`config.mk`:
```
export PLATFORM = sky130hd
export DESIGN_NAME = deemph_shelf
export DESIGN_NICKNAME = d
export VERILOG_FILES = /design/src/rtl/deemph_pkg.sv /design/src/rtl/deemph_ff.sv /design/src/rtl/deemph_fb.sv /design/src/rtl/deemph_shelf.sv
export SDC_FILE = /design/constraint.sdc
export NUM_CORES = 2
export LEC_CHECK = 0
export BUFFER_PORTS_ARGS = -buffer_cell sky130_fd_sc_hd__buf_2
export CAP_MARGIN = 5
export CORE_MARGIN = 10
export CORE_UTILIZATION = 35
export CTS_CLUSTER_DIAMETER = 80
export DETAILED_ROUTE_END_ITERATION = 8
export GPL_TIMING_DRIVEN = 0
export PLACE_DENSITY = 0.48
export SYNTH_ARGS = -nofsm -noshare
export SYNTH_HDL_FRONTEND = slang
export SYNTH_SLANG_ARGS = --single-unit
```
`constraint.sdc`:
```
create_clock -name clk -period 23.7 [get_ports clk]
set_input_delay 4.74 -clock clk [delete_from_list [all_inputs] [get_ports clk]]
set_output_delay 4.74 -clock clk [all_outputs]
set_load 0.1 [all_outputs]
```
`src/rtl/deemph_pkg.sv`:
```
package deemph_pkg;

   typedef enum logic [1:0] {
      SPD_SINGLE = 2'b00,
      SPD_DOUBLE = 2'b01,
      SPD_QUAD   = 2'b10,
      SPD_RSVD   = 2'b11
   } speed_e;

   // Q2.22 coefficients for 48 kHz, bilinear mapping of (1+s*15us)/(1+s*50us)
   localparam int DEF_COEF_W    = 24;
   localparam int DEF_COEF_FRAC = 22;
   localparam int DEF_B0        = 1764500;
   localparam int DEF_B1        = -318189;
   localparam int DEF_A1        = -2747992;

endpackage

```
`src/rtl/deemph_ff.sv`:
```
// Stage 1: feed-forward products and input history.
module deemph_ff #(
   parameter int DATA_W = 24,
   parameter int ACC_W  = 56,
   parameter int B0     = 0,
   parameter int B1     = 0
) (
   input  logic                     clk,
   input  logic                     rst_n,
   input  logic                     in_valid,
   input  logic signed [DATA_W-1:0] in_sample,
   input  logic                     act,
   output logic                     s1_valid,
   output logic                     s1_act,
   output logic signed [ACC_W-1:0]  s1_acc,
   output logic signed [DATA_W-1:0] s1_raw
);

   logic signed [DATA_W-1:0] x_prev;
   logic signed [ACC_W-1:0]  xe, xpe, c0, c1, p0, p1;

   always_comb begin
      xe  = ACC_W'(in_sample);
      xpe = ACC_W'(x_prev);
      c0  = ACC_W'(B0);
      c1  = ACC_W'(B1);
      p0  = xe * c0;
      p1  = xpe * c1;
   end

   always_ff @(posedge clk or negedge rst_n) begin
      if (!rst_n) begin
         s1_valid <= 1'b0;
         s1_act   <= 1'b0;
         s1_acc   <= '0;
         s1_raw   <= '0;
         x_prev   <= '0;
      end else begin
         s1_valid <= in_valid;
         if (in_valid) begin
            s1_act <= act;
            s1_raw <= in_sample;
            s1_acc <= p0 + p1;
            x_prev <= act ? in_sample : '0;
         end
      end
   end

endmodule

```
`src/rtl/deemph_fb.sv`:
```
// Stage 2: recursive term, rounding, clamping and bypass selection.
module deemph_fb #(
   parameter int DATA_W        = 24,
   parameter int ACC_W         = 56,
   parameter int FRAC          = 22,
   parameter int A1            = 0,
   parameter bit ROUND_NEAREST = 1'b1
) (
   input  logic                     clk,
   input  logic                     rst_n,
   input  logic                     s1_valid,
   input  logic                     s1_act,
   input  logic signed [ACC_W-1:0]  s1_acc,
   input  logic signed [DATA_W-1:0] s1_raw,
   output logic                     out_valid,
   output logic signed [DATA_W-1:0] out_sample
);

   localparam logic signed [ACC_W-1:0] MAXV = ACC_W'((64'sd1 <<< (DATA_W-1)) - 64'sd1);
   localparam logic signed [ACC_W-1:0] MINV = -MAXV - ACC_W'(1);

   logic signed [DATA_W-1:0] y_prev;
   logic signed [ACC_W-1:0]  ye, ca, fb, sum, rnd, shifted;
   logic signed [DATA_W-1:0] ysat;

   always_comb begin
      ye  = ACC_W'(y_prev);
      ca  = ACC_W'(A1);
      fb  = ye * ca;
      sum = s1_acc - fb;
   end

   generate
      if (ROUND_NEAREST) begin : g_round
         localparam logic signed [ACC_W-1:0] HALF = ACC_W'(64'sd1 <<< (FRAC-1));
         assign rnd = sum + HALF;
      end else begin : g_trunc
         assign rnd = sum;
      end
   endgenerate

   always_comb begin
      shifted = rnd >>> FRAC;
      if (shifted > MAXV)      ysat = MAXV[DATA_W-1:0];
      else if (shifted < MINV) ysat = MINV[DATA_W-1:0];
      else                     ysat = shifted[DATA_W-1:0];
   end

   always_ff @(posedge clk or negedge rst_n) begin
      if (!rst_n) begin
         out_valid  <= 1'b0;
         out_sample <= '0;
         y_prev     <= '0;
      end else begin
         out_valid <= s1_valid;
         if (s1_valid) begin
            if (s1_act) begin
               out_sample <= ysat;
               y_prev     <= ysat;
            end else begin
               out_sample <= s1_raw;
               y_prev     <= '0;
            end
         end
      end
   end

endmodule

```
`src/rtl/deemph_shelf.sv`:
```
module deemph_shelf
   import deemph_pkg::*;
#(
   parameter int DATA_W        = 24,
   parameter int COEF_W        = DEF_COEF_W,
   parameter int COEF_FRAC     = DEF_COEF_FRAC,
   parameter int ACC_W         = 56,
   parameter int B0            = DEF_B0,
   parameter int B1            = DEF_B1,
   parameter int A1            = DEF_A1,
   parameter bit ROUND_NEAREST = 1'b1
) (
   input  logic              clk,
   input  logic              rst_n,
   input  logic              in_valid,
   input  logic [DATA_W-1:0] in_sample,
   input  logic              deemph_en,
   input  logic [1:0]        speed_mode,
   output logic              out_valid,
   output logic [DATA_W-1:0] out_sample
);

   localparam int MIN_ACC_W = DATA_W + COEF_W + 2;

   generate
      if (DATA_W < 8 || DATA_W > 32) begin : g_bad_data
         $error("deemph_shelf: DATA_W out of range");
      end
      if (COEF_FRAC >= COEF_W || COEF_FRAC < 2) begin : g_bad_frac
         $error("deemph_shelf: COEF_FRAC must lie below COEF_W");
      end
      if (ACC_W < MIN_ACC_W || ACC_W > 64) begin : g_bad_acc
         $error("deemph_shelf: ACC_W too narrow for products");
      end
   endgenerate

   logic                     act;
   logic                     s1_valid, s1_act;
   logic signed [ACC_W-1:0]  s1_acc;
   logic signed [DATA_W-1:0] s1_raw;
   logic signed [DATA_W-1:0] y_out;

   assign act = deemph_en && (speed_e'(speed_mode) == SPD_SINGLE);

   deemph_ff #(
      .DATA_W (DATA_W),
      .ACC_W  (ACC_W),
      .B0     (B0),
      .B1     (B1)
   ) u_ff (
      .clk       (clk),
      .rst_n     (rst_n),
      .in_valid  (in_valid),
      .in_sample ($signed(in_sample)),
      .act       (act),
      .s1_valid  (s1_valid),
      .s1_act    (s1_act),
      .s1_acc    (s1_acc),
      .s1_raw    (s1_raw)
   );

   deemph_fb #(
      .DATA_W        (DATA_W),
      .ACC_W         (ACC_W),
      .FRAC          (COEF_FRAC),
      .A1            (A1),
      .ROUND_NEAREST (ROUND_NEAREST)
   ) u_fb (
      .clk        (clk),
      .rst_n      (rst_n),
      .s1_valid   (s1_valid),
      .s1_act     (s1_act),
      .s1_acc     (s1_acc),
      .s1_raw     (s1_raw),
      .out_valid  (out_valid),
      .out_sample (y_out)
   );

   assign out_sample = y_out;

endmodule

```
-- After elaboration in Yosys (flattened, before gate mapping)
Index checks and enable logic that the tools add are counted.
- bits in registers: 155
- logic and storage cells: 23
- output and inout bits: 25
- input port bits: 30
- multiplexer cells: 5
- add/sub/neg operators: 3
- order comparisons: 2
- multiply operators: 3
- reduce and logical (&&, ||, !) cells: 2
- operators with widths (cell ; number):
    24-bit by 20-bit multiplier with 44-bit output (second input constant) ; 3
    24-bit two-way mux ; 5
    56-bit by 23-bit adder with 56-bit output (second input constant) ; 1
    56-bit adder ; 1
    56-bit subtractor ; 1
    34-bit by 24-bit greater-than comparator with 1-bit output (second input constant) ; 1
    34-bit by 24-bit less-than comparator with 1-bit output (second input constant) ; 1
    2-bit zero test ; 1
    1-bit logical AND ; 1

-- Logic depth before layout (Yosys ltp)
- depth after elaboration: 7
- depth in mapped cells: 44
- depth with buffers taken out: 42

-- Hierarchy
Synthesis repeated with hierarchy kept, for this count alone.
- cells, all modules: 4386
- area, all modules: 40577.7 um^2
- modules (own cells, without submodules) (module ; cells each ; instances ; area each (um^2)):
    deemph_ff ; 2604 ; 1 ; 25050.3
    deemph_fb ; 1781 ; 1 ; 15514.9
    deemph_shelf ; 1 ; 1 ; 12.5

-- Worst setup path before layout
OpenSTA, ideal clock, no wires.
- kind: input -> register
- from: in in_sample[7]
- to: reg u_ff.s1_acc[46]
- library setup time: 72 ps
- data arrival time: 12883 ps
- slack: 10745 ps
- stages: 35
- path through: ha_1 -> inv_1 -> fa_1 -> fa_1 -> fa_1 -> inv_1 -> fa_1 -> fa_1 -> fa_1 -> ha_1 -> a21o_1 -> a21o_1 -> a21boi_0 -> nor2_1 -> o311ai_0 -> a21oi_1 -> o21ai_0 -> a21oi_1 -> a2111oi_0 -> o21bai_1 -> a21oi_1 -> xnor2_1 -> ha_1 -> a21o_1 -> a21o_1 -> a21o_1 -> a21o_1 -> a21o_1 -> a21oi_1 -> o21ai_0 -> nor4_1 -> a211oi_1 -> o31a_1 -> o31a_1 -> nor2_1
- longest elaborated chain between the ends: 2
- ends and longest elaborated chain (item ; RTL line ; RTL):
    start: declaration ; deemph_shelf.sv:16 ; input logic [DATA_W-1:0] in_sample,
    24-bit by 20-bit multiplier with 44-bit output ; deemph_ff.sv:27 ; p0 = xe * c0;
    56-bit adder ; deemph_ff.sv:43 ; s1_acc <= p0 + p1;
    end signal: assignment ; deemph_ff.sv:43 ;
    end: declaration ; deemph_ff.sv:15 ; output logic signed [ACC_W-1:0] s1_acc,
Every way passes these cells.
A chain may end at the register's enable or synchronous reset.

-- Worst setup path in the final report
- from: in in_sample[8]
- to: reg u_ff.s1_acc[46]
Same word-level chain as after synthesis.

==> metrics.md <==
| Metric | Value |
|---|---|
| Post-CTS setup buffer count | `0` |
| Hold_buf cts | `0` |
| Buffers & Inverters on Critical Path | `3` |
| Synth unique cells | `87` |
| # clock sinks | `154` |
| Grt ovf | `0` |
| Global Route Usage Sum | `17.5%` |
| CP Max Fanout | `9` |
| Crit-path most repeated cell | `a21o_1` |
| Clk slew on worst S/H paths | `0.08 ns` |
| Mapped Cells | `4184` |
| Max clock buf depth | `2` |
| H-Tree Level Count | `4` |
| Routed WL per cell | `18.8 µm` |
| Worst Path Arrival | `14.71 ns` |
| Worst-Margin Slew | `1.16 ns` |
| First drt pass iteration count | `5` |
| Detail Placement HPWL | `94400 µm` |
| CP endpoint kind | `flop` |
| Vias in the first global route | `30.0k` |
| First DRT Iteration DRCs | `1321` |
| Largest stage delay on the critical path | `0.89 ns` |
| Crit path launch type | `input pin` |
| Fin crit share | `60.3%` |
| Critical Path RT | `24.11 ns` |
| TritonCTS Buffers | `17` |
| Final #Nets | `5600` |
| Outcome | `finished clean` |
| Top FF cell, synth | `dfrtp_1` |
| Vias per cell | `4.87` |
| Synth async-reset ratio | `100%` |
| Max Cap Viol | `0` |
| Mapped cell area | `0.0389 mm²` |
| # rows | `122` |
| Critical path class | `in -> reg` |
| Worst min-delay path startpoint | `u_ff.s1_raw[17]` |
| Routed vias | `28.0k` |
| Syn Area/Cell | `9.29 µm²` |
| Unrepaired setup endpoints after global routing | `false` |
| RD Place Congestion | `0.892` |
| Die Wd | `353 µm` |
| Minimum clock period | `14.30 ns` |
| Hold Vio Cnt, Final | `0` |
| Die height | `353 µm` |
| Final setup violating endpoints | `0` |
| Core Box Area | `0.111 mm²` |
| #FFs+latches synth | `154` |
| Global-route wire length before repair | `172000 µm` |
| Slowest CP cell | `o311ai_0` |
| Root buf cell | `clkbuf_16` |
| Yosys warns | `0` |
| Residual DRC | `0` |
| Clock Latency Late Sink | `0.47 ns` |
| CTS tree | `yes` |
| Layout area overhead | `7.12%` |
| Initial antenna violation count | `3` |
| Slew HR | `22.5%` |
| R2r startpoint | `u_fb.y_prev[12]` |
| Cts repair resizes | `0` |
| Die area | `0.125 mm²` |
| Post-synth EDFFs | `0` |
| Clock Skews | `0.0126 ns` |
| Hold WC Path Type | `reg -> reg` |
| Setup TNS | `0 ns` |
| Initial core utilization | `35.2%` |
| Fmax achieved | `69.9 MHz` |
| IO Port Bufs | `54` |
| Fraction of layout cells with a size suffix above 1 | `5.15%` |
| Non-filler instance count after layout | `5764` |
| # IOs | `55` |
| Pins Over Slew Limit | `0` |
| Sequential element share of the synthesized area | `9.91%` |
| Drt total wl | `108000 µm` |
| Crit path max-delay family | `compound AO/OA/AOI/OAI gates` |
| Placed insts | `5727` |
| Final ANT Viol Nets | `0` |
| Largest net degree at the start of global routing | `93` |
| CP Launch Point | `in_sample[8]` |
| Syn Nets | `5525` |
cell usage after synthesis (all sizes together) (15+ instances only):
master    n  area (µm²)
xor2     84         736
xnor2   158        1380
o21bai   37         278
nor3     31         155
a31oi    34         225
a211oi   31         238
clkbuf   44         255
nand4    33         213
fa      528       10600
nor2b    17         106
dfrtp   154        3850
nand2b   26         163
a21boi   15         116
mux2     57         642
a21o    108         811
nor2    178         668
nand3    53         315
a21oi   256        1290
o22ai    21         131
inv     968        3630
ha      783        9800
and2     24         150
nand2   176         661
buf      19         133
o21ai   162         815
o21a     18         135
metal layers:
| metal | routed length (µm) | share of wire (%) | up-vias | global-route usage, % |
|---|---|---|---|---|
| li1 | - | - | 13824 | - |
| met1 | 52700 | 49 | 13853 | 24.2 |
| met2 | 52200 | 48 | 310 | 30.5 |
| met3 | 1920 | 1.8 | 58 | 0.844 |
| met4 | 1380 | 1.3 | 0 | 2.98 |
| met5 | 0 | 0 | - | 0 |
cells by family (layout without fill, tap and decap cells):
logic type / Yosys count / in the layout / share of synthesized area, %
buf+inv: 1033 / 1121 / 10.4
simple gates: 610 / 610 / 7.61
compound gates: 768 / 768 / 12.4
fa+ha+maj: 1313 / 1313 / 52.4
flops: 154 / 154 / 9.91
xor+xnor: 242 / 242 / 5.45
other cells: 0 / 4 / 0
mux: 64 / 64 / 1.83
path summary, 6_finish.rpt:
check                                  end  slack, ns  cells after the start
max                        u_ff.s1_acc[46]       9.40                     36
min                        u_ff.s1_raw[17]       0.51                      1
max reg2reg                u_fb.y_prev[11]      11.23                     37
min reg2reg                u_ff.s1_raw[17]       0.51                      1
max in group asynchronous  u_ff.x_prev[23]      18.57                      2
min in group asynchronous  u_ff.s1_acc[55]       4.19                      1
cell type report:
cell class	instances	area, µm²
Antenna cell	4	10.0
Buffer	63	389
Clock buffer	20	457
Clock inverter	12	108
Fill cell	11497	68900
Inverter	970	3640
Multi-Input combinational cell	2997	31000
Sequential cell	154	3850
Tap cell	1488	1860
Timing Repair Buffer	56	328
registers in the layout (all words and copies together), names as in the netlist:
signal           count
u_ff.s1_acc         55
u_fb.out_sample     24
u_ff.s1_valid        1
u_ff.s1_act          1
u_fb.y_prev         24
u_ff.s1_raw         24
u_fb.out_valid       1
u_ff.x_prev         24
metrics by stage:
step	instance area, µm²	hold WS [ns]	worst slack, ns	utilization [%]
after global routing	41600	0.531	8.80	37.7
after CTS	41600	0.513	9.32	37.6
final	41600	0.513	9.40	37.7
after detailed placement	41000	0.495	8.82	37.1
after floorplan	38900	0.440	10.75	-
after global placement	41000	0.479	8.78	37.1
layout by cell type, fill, tap and decap left out, types with 11 or more instances in the layout:
cell         n
o31ai_1     13
nand4_1     32
and3_1      11
clkbuf_1    35
xor2_1      84
a31oi_1     32
nand2b_1    26
inv_1      968
a21o_1     108
o21bai_1    37
a21boi_0    13
o21a_1      18
nor2_1     178
nor3_1      31
and2_1      24
a21oi_1    254
xnor2_1    158
nand2_1    176
ha_1       783
mux2_2      57
or2_2       13
a211oi_1    30
clkbuf_8    11
fa_1       528
nand3_1     43
clkbuf_16   17
dfrtp_1    153
o22ai_1     21
o21ai_0    157
nor2b_1     17
buf_2       63
Power is left out: the tool's default activity adds up to more than one toggle a clock period on the data nets, which glitch-free logic cannot reach.
